### config.mk
export PLATFORM = sky130hd
export DESIGN_NAME = core_idle_seq
export DESIGN_NICKNAME = d
export VERILOG_FILES = /design/src/rtl/core_idle_seq.sv
export SDC_FILE = /design/constraint.sdc
export NUM_CORES = 1
export LEC_CHECK = 0
export ABC_CLOCK_PERIOD_IN_PS = 1840
export BUFFER_PORTS_ARGS = -buffer_cell sky130_fd_sc_hd__buf_2
export CORE_AREA = 2 2 39 41
export CTS_CLUSTER_DIAMETER = 60
export DETAILED_ROUTE_END_ITERATION = 10
export DIE_AREA = 0 0 41 43
export PLACE_DENSITY_LB_ADDON = 0.05
export SLEW_MARGIN = 20
export SYNTH_ARGS = -nofsm -noshare
export SYNTH_HDL_FRONTEND = slang
export SYNTH_SLANG_ARGS = --single-unit
### constraint.sdc
create_clock -name clk -period 1.84 [get_ports clk]
set_clock_uncertainty 0.15 [all_clocks]
set_input_delay 0 -clock clk [delete_from_list [all_inputs] [get_ports clk]]
set_output_delay 0 -clock clk [all_outputs]
set_load 0.03 [all_outputs]
### src/rtl/core_idle_seq.sv
module core_idle_seq #(
  parameter int unsigned SETTLE = 2
) (
  input  logic       clk,
  input  logic       rst_n,
  input  logic       nap_req,
  input  logic       sleep_req,
  input  logic       wake_req,
  input  logic       slow_en,
  input  logic       purge_done,
  input  logic       vreg_ack,
  output logic       exec_clk_en,
  output logic       core_clk_en,
  output logic       freq_low_req,
  output logic       purge_req,
  output logic       vret_req,
  output logic [1:0] mode
);
  localparam int CW = (SETTLE < 2) ? 1 : $clog2(SETTLE);
  localparam logic [CW-1:0] LAST = CW'(SETTLE - 1);

  typedef enum logic [2:0] {
    S_RUN, S_NAP, S_PURGE, S_GATE, S_VDN, S_SLEEP, S_VUP, S_UNGATE
  } st_t;

  st_t st, nx;
  logic [CW-1:0] cnt;
  logic settled;

  assign settled = (cnt == LAST);

  always_comb begin
    nx = st;
    case (st)
      S_RUN:    if (sleep_req) nx = S_PURGE;
                else if (nap_req) nx = S_NAP;
      S_NAP:    if (wake_req) nx = S_RUN;
                else if (sleep_req) nx = S_PURGE;
      S_PURGE:  if (wake_req) nx = S_RUN;
                else if (purge_done) nx = S_GATE;
      S_GATE:   if (settled) nx = S_VDN;
      S_VDN:    if (vreg_ack) nx = S_SLEEP;
      S_SLEEP:  if (wake_req) nx = S_VUP;
      S_VUP:    if (vreg_ack) nx = S_UNGATE;
      S_UNGATE: if (settled) nx = S_RUN;
      default:  nx = S_RUN;
    endcase
  end

  always_ff @(posedge clk or negedge rst_n) begin
    if (!rst_n) begin
      st  <= S_RUN;
      cnt <= '0;
    end else begin
      st <= nx;
      if ((st == S_GATE || st == S_UNGATE) && !settled) cnt <= cnt + 1'b1;
      else cnt <= '0;
    end
  end

  assign exec_clk_en  = (st == S_RUN);
  assign core_clk_en  = (st == S_RUN) || (st == S_NAP) || (st == S_PURGE) || (st == S_UNGATE);
  assign freq_low_req = (st == S_NAP) && slow_en;
  assign purge_req    = (st == S_PURGE);
  assign vret_req     = (st == S_VDN) || (st == S_SLEEP);
  assign mode = (st == S_RUN)   ? 2'd0 :
                (st == S_NAP)   ? 2'd1 :
                (st == S_SLEEP) ? 2'd2 : 2'd3;

  assert_nap_keeps_core_R2: assert property (@(posedge clk) disable iff (!rst_n)
    (mode == 2'd1) |-> (core_clk_en && !exec_clk_en && !vret_req));

  assert_clock_cut_after_purge_R6: assert property (@(posedge clk) disable iff (!rst_n)
    $fell(core_clk_en) |-> $past(purge_req && purge_done && !wake_req));

  assert_retention_needs_clocks_off_R7: assert property (@(posedge clk) disable iff (!rst_n)
    vret_req |-> (!core_clk_en && !exec_clk_en));

  assert_abort_no_voltage_R8: assert property (@(posedge clk) disable iff (!rst_n)
    (purge_req && wake_req) |=> (mode == 2'd0 && !vret_req));

  assert_voltage_up_on_wake_R9: assert property (@(posedge clk) disable iff (!rst_n)
    $fell(vret_req) |-> $past(wake_req && mode == 2'd2));

  assert_clock_back_after_ack_R9: assert property (@(posedge clk) disable iff (!rst_n)
    $rose(core_clk_en) |-> $past(vreg_ack && !vret_req));

  assert_freq_only_in_nap_R3: assert property (@(posedge clk) disable iff (!rst_n)
    freq_low_req |-> (mode == 2'd1));
endmodule

==> results of run 1 <==
## worst min-delay path, cell delays in order
cell and delay [ns]:
buf_2 0.10, mux2i_1 0.06, o21ai_0 0.14, mux2i_1 0.07
## per-stage QoR
step | area (um2) | hold WS, ns
3_5_place_dp | 465 | -0.336
4_1_cts | 508 | 0.0283
5_1_grt | 557 | 0.0833
2_1_floorplan | 337 | -0.446
3_3_place_gp | 465 | -0.337
6_report | 557 | 0.0286
## timing repair
item                                   CTS  global route
setup buffers                            0             3
resized for setup                        0             5
hold buffers                             2             0
setup endpoints to repair                0             1
endpoints found under the hold margin    4             0
## logic make-up after synthesis
| group | Yosys count | synth area share, % |
|---|---|---|
| AO/OA/AOI/OAI | 5 | 13.0 |
| XOR/XNOR | 3 | 7.81 |
| buffers and inverters | 4 | 7.43 |
| flip-flops | 4 | 29.7 |
| multiplexers | 4 | 13.4 |
| AND/OR/NAND/NOR | 17 | 28.6 |
## placed cells by master (no fill, tap or decap), drive strengths merged
master	Yosys	layout
a2111oi	1	1
nor3b	2	2
dlygate4sd3	0	2
mux2	1	1
nand3	1	1
buf	3	25
nand2	3	3
o21ai	2	2
or2	1	1
nor2	4	4
o311a	1	1
nand2b	1	1
nand3b	1	1
and2b	1	1
clkbuf	0	3
xnor2	2	2
a21oi	1	1
nor2b	2	2
xor2	1	1
dfrtp	4	4
or4b	1	1
inv	1	1
mux2i	3	3
## registers in the layout, summed over array words and instances (netlist names)
signal	count
cnt	1
st	3
## layer usage
metal  GRT usage [%]  wire, um  vias to the layer above
met5               0         0                        -
met4            8.00         0                        0
met3            2.09        54                        0
met2            20.9       532                       11
met1            14.0       360                      173
li1                -         -                      180
## path summary, 6_finish.rpt
path                              startpoint           endpoint  depth (start not counted)
setup / recovery           st[0]$_DFFE_PN0P_  st[1]$_DFFE_PN0P_                          4
hold / removal                     sleep_req  st[0]$_DFFE_PN0P_                          4
setup reg to reg           st[0]$_DFFE_PN0P_  st[1]$_DFFE_PN0P_                          4
hold reg to reg                cnt$_DFF_PN0_      cnt$_DFF_PN0_                          1
max in group asynchronous              rst_n  st[1]$_DFFE_PN0P_                          3
min in group asynchronous              rst_n      cnt$_DFF_PN0_                          3
## power by group through the flow
stage / clock network [mW] / logic [mW] / registers (mW)
floorplan: 0 / 0.564 / 0.160
global placement: 0 / 0.773 / 0.194
detailed placement: 0 / 0.773 / 0.196
CTS: 0.110 / 0.782 / 0.196
global route: 0.115 / 0.939 / 0.205
finish: 0.104 / 0.868 / 0.195
## cell type report
type	instances	area share (%)
sequential	4	18.4
inverter	1	0.674
clock buffer	3	4.04
multi-input combinational	29	42.2
timing repair buffer	27	31.0
tap	16	3.60
==> flow_metrics.py, run 1 <==
metrics = {
    "status": {
        "run_status": "completed",
    },
    "sta": {
        "setup_viol_count_final": 0,
        "period_share_pct": 99.2,
        "final.setup.tns_ns": 0,
        "slew_violations": 0,
        "hold_viol_final": 0,
        "slew-limit-headroom_pct": 71.4,
        "tightest_slew_ns": 0.428,
        "fin_crit_ns": 1.83,
        "setup_slack_ns": 0.0142,
        "max_clock_freq_ghz": 0.548,
    },
    "final_layout": {
        "area_growth_pct": 65.4,
        "fillers": 152,
        "num_antenna_cells": 0,
        "stdcell_count": 80,
        "nets": 74,
        "utilization_pct": 40.2,
        "multi_input_area_um2": 235,
        "area.sequential_um2": 103,
        "drive_gt1_share_pct": 54.7,
    },
    "synthesis": {
        "ys_ff_latch": 4,
        "synth_edf_count": 0,
        "async_flop_share_pct": 100,
        "syn_inst": 37,
        "synth.distinct_cells": 22,
        "yosysWarnings": 0,
        "syn_area_per_cell_um2": 9.10,
        "syn-cell-area_um2": 337,
        "synthTopCellsByCount": "dfrtp_1, nor2_1, mux2i_1, nand2_1",
        "synth.area.top_cells": "dfrtp_1, mux2i_1, xnor2_1",
        "synth_top_area_cell": "dfrtp_1",
        "synth.net_count": 45,
        "synth-seq-area-share_pct": 29.7,
        "synth_top_area_share_pct": 29.7,
        "ys.flop_type": "dfrtp_1",
    },
    "place": {
        "dpl_worst_slack_ns": 0.0470,
        "post-place-cells": 72,
        "port_buffers": 14,
        "routabilityCongestion": 0.845,
    },
    "global_routing": {
        "grt_pass1_vias": 354,
        "grt_max_degree": 9,
        "antenna_found_initial": 0,
        "grt-ovfl-total": 0,
        "grt_usage_pct": 12.7,
        "grt_pass1_wl_um": 1500,
    },
    "setup_path": {
        "crit_slowest_cell": "or4b_4",
        "path_class": "reg -> reg",
        "cpPeakStageDelay_ns": 0.56,
        "crit_chain": "or4b_4 > a21oi_4 > a2111oi_4 > mux2_4",
        "path_max_fanout": 4,
        "critPathCaptureType": "flip-flop",
        "path_buf_inv": 0,
        "reg2reg_setup_slack_ns": 0.01,
        "cp-start-kind": "flip-flop",
        "crit_arrival_ns": 1.78,
        "cp_top_family": "simple AND/OR/NAND/NOR gates",
        "required_ns": 1.80,
    },
    "routing": {
        "dr.pass1.iters": 2,
        "vias": 364,
        "drt-initial-drc-count": 1,
        "routed_wl_um": 947,
        "ant_nets": 0,
        "drc": 0,
        "vias_per_cell": 4.55,
        "wl_per_cell_um": 11.8,
    },
    "die": {
        "dieArea_mm2": 0.00176,
        "die_w_um": 41,
        "row_count": 14,
        "ios": 15,
        "initial_core_util_pct": 24.3,
        "die_y_um": 43,
        "core_region_area_mm2": 0.00138,
    },
    "power_and_ir_drop": {
        "power_mw": 1.17,
        "power.leakage_nw": 0.270,
        "p_comb_share_pct": 74.4,
        "powerDensity_mw_per_mm2": 2100,
        "seqPwrFrac_pct": 16.7,
        "p_int_mw": 0.628,
        "clkPwrFrac_pct": 8.9,
        "swShare_pct": 46.2,
        "p_sw_mw": 0.540,
        "ir_worst_vdd_mv": 0.759,
    },
    "clock_tree": {
        "cts_num_sinks": 4,
        "clockRootBuffer": "clkbuf_4",
        "clk_pin_slew_worst_paths_ns": 0.03,
        "cts_tree": "yes",
        "cts.htree.levels": 1,
        "cts_buffer_depth": 2,
        "clk_latency_ns": 0.23,
        "cts_buffers": 3,
    },
    "worst_hold_path": {
        "hold_class": "in -> reg",
    },
    "flow_run": {
        "drv_cap": 0,
    },
}
No activity file was read; power rests on OpenSTA's default activity.
==> inputs of run 2 (changes only) <==
Settings changed: BUFFER_PORTS_ARGS -buffer_cell sky130_fd_sc_hd__buf_2 to -buffer_cell sky130_fd_sc_hd__clkbuf_2.
==> run 2 against run 1 <==
  * Global-route usage down 0.63 points
  * Die area unchanged
  * Worst hold slack better by 0.045 ns
  * Sequential share of layout area grew 1.8 points
  * Final cell count is 5.0% lower
  * Non-clock buffer count decreased by 4
  * First-iteration DRC count fell by 100%
  * Flip-flop and latch count unchanged
  * Routed wire length is 9.0% lower
  * Critical path type unchanged
  * Largest power group unchanged
==> flow_metrics.py, run 2 (synthesis gave the netlist of run 1 again) <==
metrics = {
    "status": {
        "run_status": "completed",
    },
    "final_layout": {
        "final_cell_mix": "clkbuf_2, buf_4, nor2_1",
        "reg_top3": "st (3), cnt (1)",
        "fillers": 157,
        "layout_commonest_cell": "clkbuf_2",
        "nets": 70,
        "area_growth_pct": 49.1,
        "drive_gt1_share_pct": 48.3,
        "largest_reg_flops": 3,
        "regMostFlops": "st",
        "final_area_um2": 502,
        "num_antenna_cells": 0,
    },
    "routing": {
        "ant_nets": 0,
        "drt-initial-drc-count": 0,
        "vias_per_cell": 4.62,
        "vias": 351,
        "drc": 0,
        "dr.pass1.iters": 1,
        "wl_per_cell_um": 11.3,
        "routed_wl_um": 862,
    },
    "clock_tree": {
        "clk_latency_ns": 0.24,
        "cts.htree.levels": 1,
        "cts_num_sinks": 4,
        "clockRootBuffer": "clkbuf_4",
        "cts_buffer_depth": 2,
        "cts_buffers": 3,
        "cts_tree": "yes",
        "clk_pin_slew_worst_paths_ns": 0.04,
    },
    "setup_path": {
        "path_max_fanout": 6,
        "cpPeakStageDelay_ns": 0.55,
        "required_ns": 1.82,
        "critPathCaptureType": "flip-flop",
        "path_class": "reg -> reg",
        "crit_slowest_cell": "or4b_1",
        "crit_arrival_ns": 1.76,
        "crit_chain": "or4b_1 > a21oi_2 > a2111oi_2 > mux2_4",
        "cp-start-kind": "flip-flop",
    },
    "place": {
        "port_buffers": 14,
        "dp_hpwl_um": 729,
        "routabilityCongestion": 0.701,
        "postPlaceCellArea_um2": 458,
    },
    "sta": {
        "whs_ns": 0.0741,
        "period_share_pct": 96.8,
        "slew-limit-headroom_pct": 71.0,
        "slew_violations": 0,
        "rsz0062_at_grt": "no",
        "final.setup.tns_ns": 0,
        "setup_viol_count_final": 0,
        "hold_viol_final": 0,
        "tightest_slew_ns": 0.434,
        "fin_crit_ns": 1.78,
        "max_clock_freq_ghz": 0.561,
    },
    "power_and_ir_drop": {
        "powerDensity_mw_per_mm2": 2120,
        "ir_worst_vdd_mv": 0.752,
        "power.leakage_nw": 0.248,
        "power_mw": 1.06,
    },
    "die": {
        "initial_core_util_pct": 24.3,
        "die_w_um": 41,
        "core_region_area_mm2": 0.00138,
        "ios": 15,
        "row_count": 14,
        "die_y_um": 43,
        "dieArea_mm2": 0.00176,
    },
    "worst_hold_path": {
        "hold_class": "in -> reg",
    },
    "flow_run": {
        "drv_cap": 0,
    },
    "global_routing": {
        "grt-ovfl-total": 0,
        "grt_pass1_vias": 346,
        "grt_max_degree": 7,
        "antenna_found_initial": 0,
        "grt_usage_pct": 12.1,
        "grt_pass1_wl_um": 1340,
    },
}
## run 2: cell types whose count changed in the layout (fill, tap and decap cells not counted), sizes merged
cell / change
buf: -18
clkbuf: +14
## run 2: critical path, delay by kind of cell, from the launching register on
kind               cells  cell delay (ns)
AOI/OAI and AO/OA      2             0.23
DFF                    1             0.43
muxes                  1             0.31
and+or+nand+nor        1             0.55
## run 2: final cells by class
class / instances / area (um2) / area share (%)
inverter: 1 / 3.75 / 0.748
tap: 16 / 20.0 / 3.99
sequential: 4 / 101 / 20.2
multi-input combinational: 29 / 211 / 42.1
timing repair buffer: 23 / 143 / 28.4
clock buffer: 3 / 22.5 / 4.49
## run 2: power breakdown
group          switching [mW]  leakage, nW  internal [mW]
clock                  0.0417       0.0138         0.0733
combinational           0.419        0.186          0.343
sequential             0.0524       0.0483          0.135
total                   0.513        0.248          0.552
## run 2: final timing paths
kind	depth (start not counted)	slack, ns	endpoint	startpoint
worst min-delay path	4	0.07	st[0]$_DFFE_PN0P_	sleep_req
min in group asynchronous	3	0.51	st[1]$_DFFE_PN0P_	rst_n
worst max-delay path	4	0.06	st[1]$_DFFE_PN0P_	st[0]$_DFFE_PN0P_
max in group asynchronous	3	0.84	st[0]$_DFFE_PN0P_	rst_n
worst max register to register	4	0.06	st[1]$_DFFE_PN0P_	st[0]$_DFFE_PN0P_
worst min register to register	1	0.33	cnt$_DFF_PN0_	cnt$_DFF_PN0_
## run 2: through the flow
step                util (%)  std cells  setup slack [ns]
global route            36.3         76           0.00528
CTS                     36.2         76            0.0498
finish                  36.3         76            0.0583
detailed placement      33.1         71            0.0664
floorplan                  -         37             0.106
global placement        33.1         71            0.0639
## run 2: metal layers
metal  track usage (%)  vias up  wire (um)
li1                  -      175          -
met1              9.71      159        302
met2              21.3       14        469
met3              2.09        3         60
met4              12.0        0         29
met5                 0        -          0
## run 2: timing repair
item | in CTS | in global routing
hold endpoints to repair | 4 | 0
endpoints found under the setup margin | 0 | 1
hold buffers | 2 | 0
resized for setup | 0 | 1
setup buffers | 0 | 0
==> inputs of run 3 (changes only) <==
Settings changed: CORE_AREA 2 2 39 41 to 3 3 40 42, DIE_AREA 0 0 41 43 to 0 0 43 45, RECOVER_POWER from default to 100.
==> run 3 against run 2 <==
  * Worst hold slack got worse by 0.014 ns
  * Setup slack better by 0.0052 ns
  * Critical path depth is the same
  * Total power shrank 2.9%
  * Combinational power decreased by 2%
  * Design area fell by 2.0%
  * Non-clock buffer count fell by 3
  * Highest routed layer unchanged
  * Largest cell class unchanged
==> flow_metrics.py, run 3 (synthesis gave the netlist of run 1 again) <==
metrics = {
    "status": {
        "run_status": "completed",
    },
    "power_and_ir_drop": {
        "seqPwrFrac_pct": 16.6,
        "power.leakage_nw": 0.218,
        "ir_worst_vdd_mv": 0.759,
        "p_int_mw": 0.509,
        "p_sw_mw": 0.525,
        "clkPwrFrac_pct": 11.0,
        "p_comb_share_pct": 72.4,
        "powerDensity_mw_per_mm2": 2100,
        "swShare_pct": 50.8,
        "power_mw": 1.03,
    },
    "final_layout": {
        "fillers": 146,
        "multi_input_area_um2": 235,
        "nets": 67,
        "regMostFlops": "st",
        "utilization_pct": 38.3,
        "final_area_um2": 492,
        "stdcell_count": 72,
        "final_cell_mix": "clkbuf_2, clkbuf_1, nor2_1, dfrtp_1, buf_4",
        "reg_top3": "st (3), cnt (1)",
        "drive_gt1_share_pct": 33.3,
        "area_growth_pct": 46.1,
        "area.sequential_um2": 100,
        "num_antenna_cells": 0,
        "largest_reg_flops": 3,
    },
    "routing": {
        "drc": 0,
        "wl_per_cell_um": 13.0,
        "ant_nets": 0,
        "vias": 339,
        "dr.pass1.iters": 2,
        "vias_per_cell": 4.71,
        "routed_wl_um": 938,
        "drt-initial-drc-count": 4,
    },
    "sta": {
        "rsz0062_at_grt": "no",
        "hold_viol_final": 0,
        "setup_viol_count_final": 0,
        "fin_crit_ns": 1.78,
        "max_clock_freq_ghz": 0.563,
        "final.setup.tns_ns": 0,
        "tightest_slew_ns": 0.375,
        "slew_violations": 0,
        "setup_slack_ns": 0.0635,
        "period_share_pct": 96.6,
        "slew-limit-headroom_pct": 75.1,
        "whs_ns": 0.0602,
    },
    "die": {
        "dieArea_mm2": 0.00194,
        "initial_core_util_pct": 26.2,
        "ios": 15,
        "core_region_area_mm2": 0.00128,
        "die_y_um": 45,
        "row_count": 13,
        "die_w_um": 43,
    },
    "setup_path": {
        "path_max_fanout": 5,
        "crit_arrival_ns": 1.75,
        "required_ns": 1.81,
        "cp-start-kind": "flip-flop",
        "critPathCaptureType": "flip-flop",
        "path_class": "reg -> reg",
    },
    "clock_tree": {
        "cts_num_sinks": 4,
        "cts_tree": "yes",
        "clk_latency_ns": 0.24,
        "cts_buffers": 3,
        "clk_pin_slew_worst_paths_ns": 0.04,
        "clockRootBuffer": "clkbuf_4",
        "cts_buffer_depth": 2,
        "cts.htree.levels": 1,
    },
    "place": {
        "post-place-cells": 67,
        "dpl_worst_slack_ns": 0.0964,
        "routabilityCongestion": 0.694,
        "port_buffers": 14,
        "postPlaceCellArea_um2": 434,
    },
    "worst_hold_path": {
        "hold_class": "in -> reg",
    },
    "global_routing": {
        "grt_pass1_vias": 363,
        "antenna_found_initial": 0,
        "grt_usage_pct": 11.3,
        "grt_max_degree": 10,
        "grt-ovfl-total": 0,
        "grt_pass1_wl_um": 1550,
    },
    "flow_run": {
        "drv_cap": 0,
    },
}
run 3: cell types whose count changed in the layout (fill, tap and decap cells not counted):
cell,delta
clkbuf_1,+7
clkbuf_2,-7
buf_4,-3
a2111oi_2,-1
a2111oi_4,+1
a21oi_2,-1
a21oi_4,+1
dfrtp_1,+1
dfrtp_2,-1
or4b_1,-1
or4b_4,+1
run 3: worst paths after layout:
check                             startpoint                 to  slack [ns]  cells after the start
max                        st[2]$_DFFE_PN0P_  st[1]$_DFFE_PN0P_        0.06                      4
min                                sleep_req  st[0]$_DFFE_PN0P_        0.06                      4
max reg2reg                st[2]$_DFFE_PN0P_  st[1]$_DFFE_PN0P_        0.06                      4
min reg2reg                    cnt$_DFF_PN0_      cnt$_DFF_PN0_        0.33                      1
max in group asynchronous              rst_n  st[0]$_DFFE_PN0P_        0.85                      3
min in group asynchronous              rst_n      cnt$_DFF_PN0_        0.51                      3
run 3: final cells by class:
class,instances,area share [%]
Sequential cell,4,20.4
Clock buffer,3,4.58
Inverter,1,0.763
Tap cell,15,3.82
Multi-Input combinational cell,29,47.8
Timing Repair Buffer,20,22.6
run 3: critical path: stages, from the launching register on:
cell       delay, ns
dfrtp_1         0.41
or4b_4          0.54
a21oi_4         0.18
a2111oi_4       0.08
mux2_4          0.31
run 3: power by group through the flow:
stage / Clock, mW / Combinational, mW / Sequential (mW)
2_1_floorplan: 0 / 0.564 / 0.160
3_3_place_gp: 0 / 0.721 / 0.170
3_5_place_dp: 0 / 0.738 / 0.171
4_1_cts: 0.118 / 0.744 / 0.169
5_1_grt: 0.126 / 0.822 / 0.180
6_report: 0.113 / 0.749 / 0.172
run 3: metal layers:
metal,vias to the layer above,share of wire (%),global-route usage [%]
met3,3,9.5,3.98
met2,15,47,19.5
met4,0,2.6,7.23
met5,-,0,0
li1,169,-,-
met1,152,41,11.7
run 3: what timing repair did:
| item | CTS | global route |
|---|---|---|
| endpoints found under the hold margin | 4 | 0 |
| setup buffers | 0 | 0 |
| resized for setup | 0 | 3 |
| setup endpoints to repair | 0 | 1 |
| hold buffers | 2 | 0 |
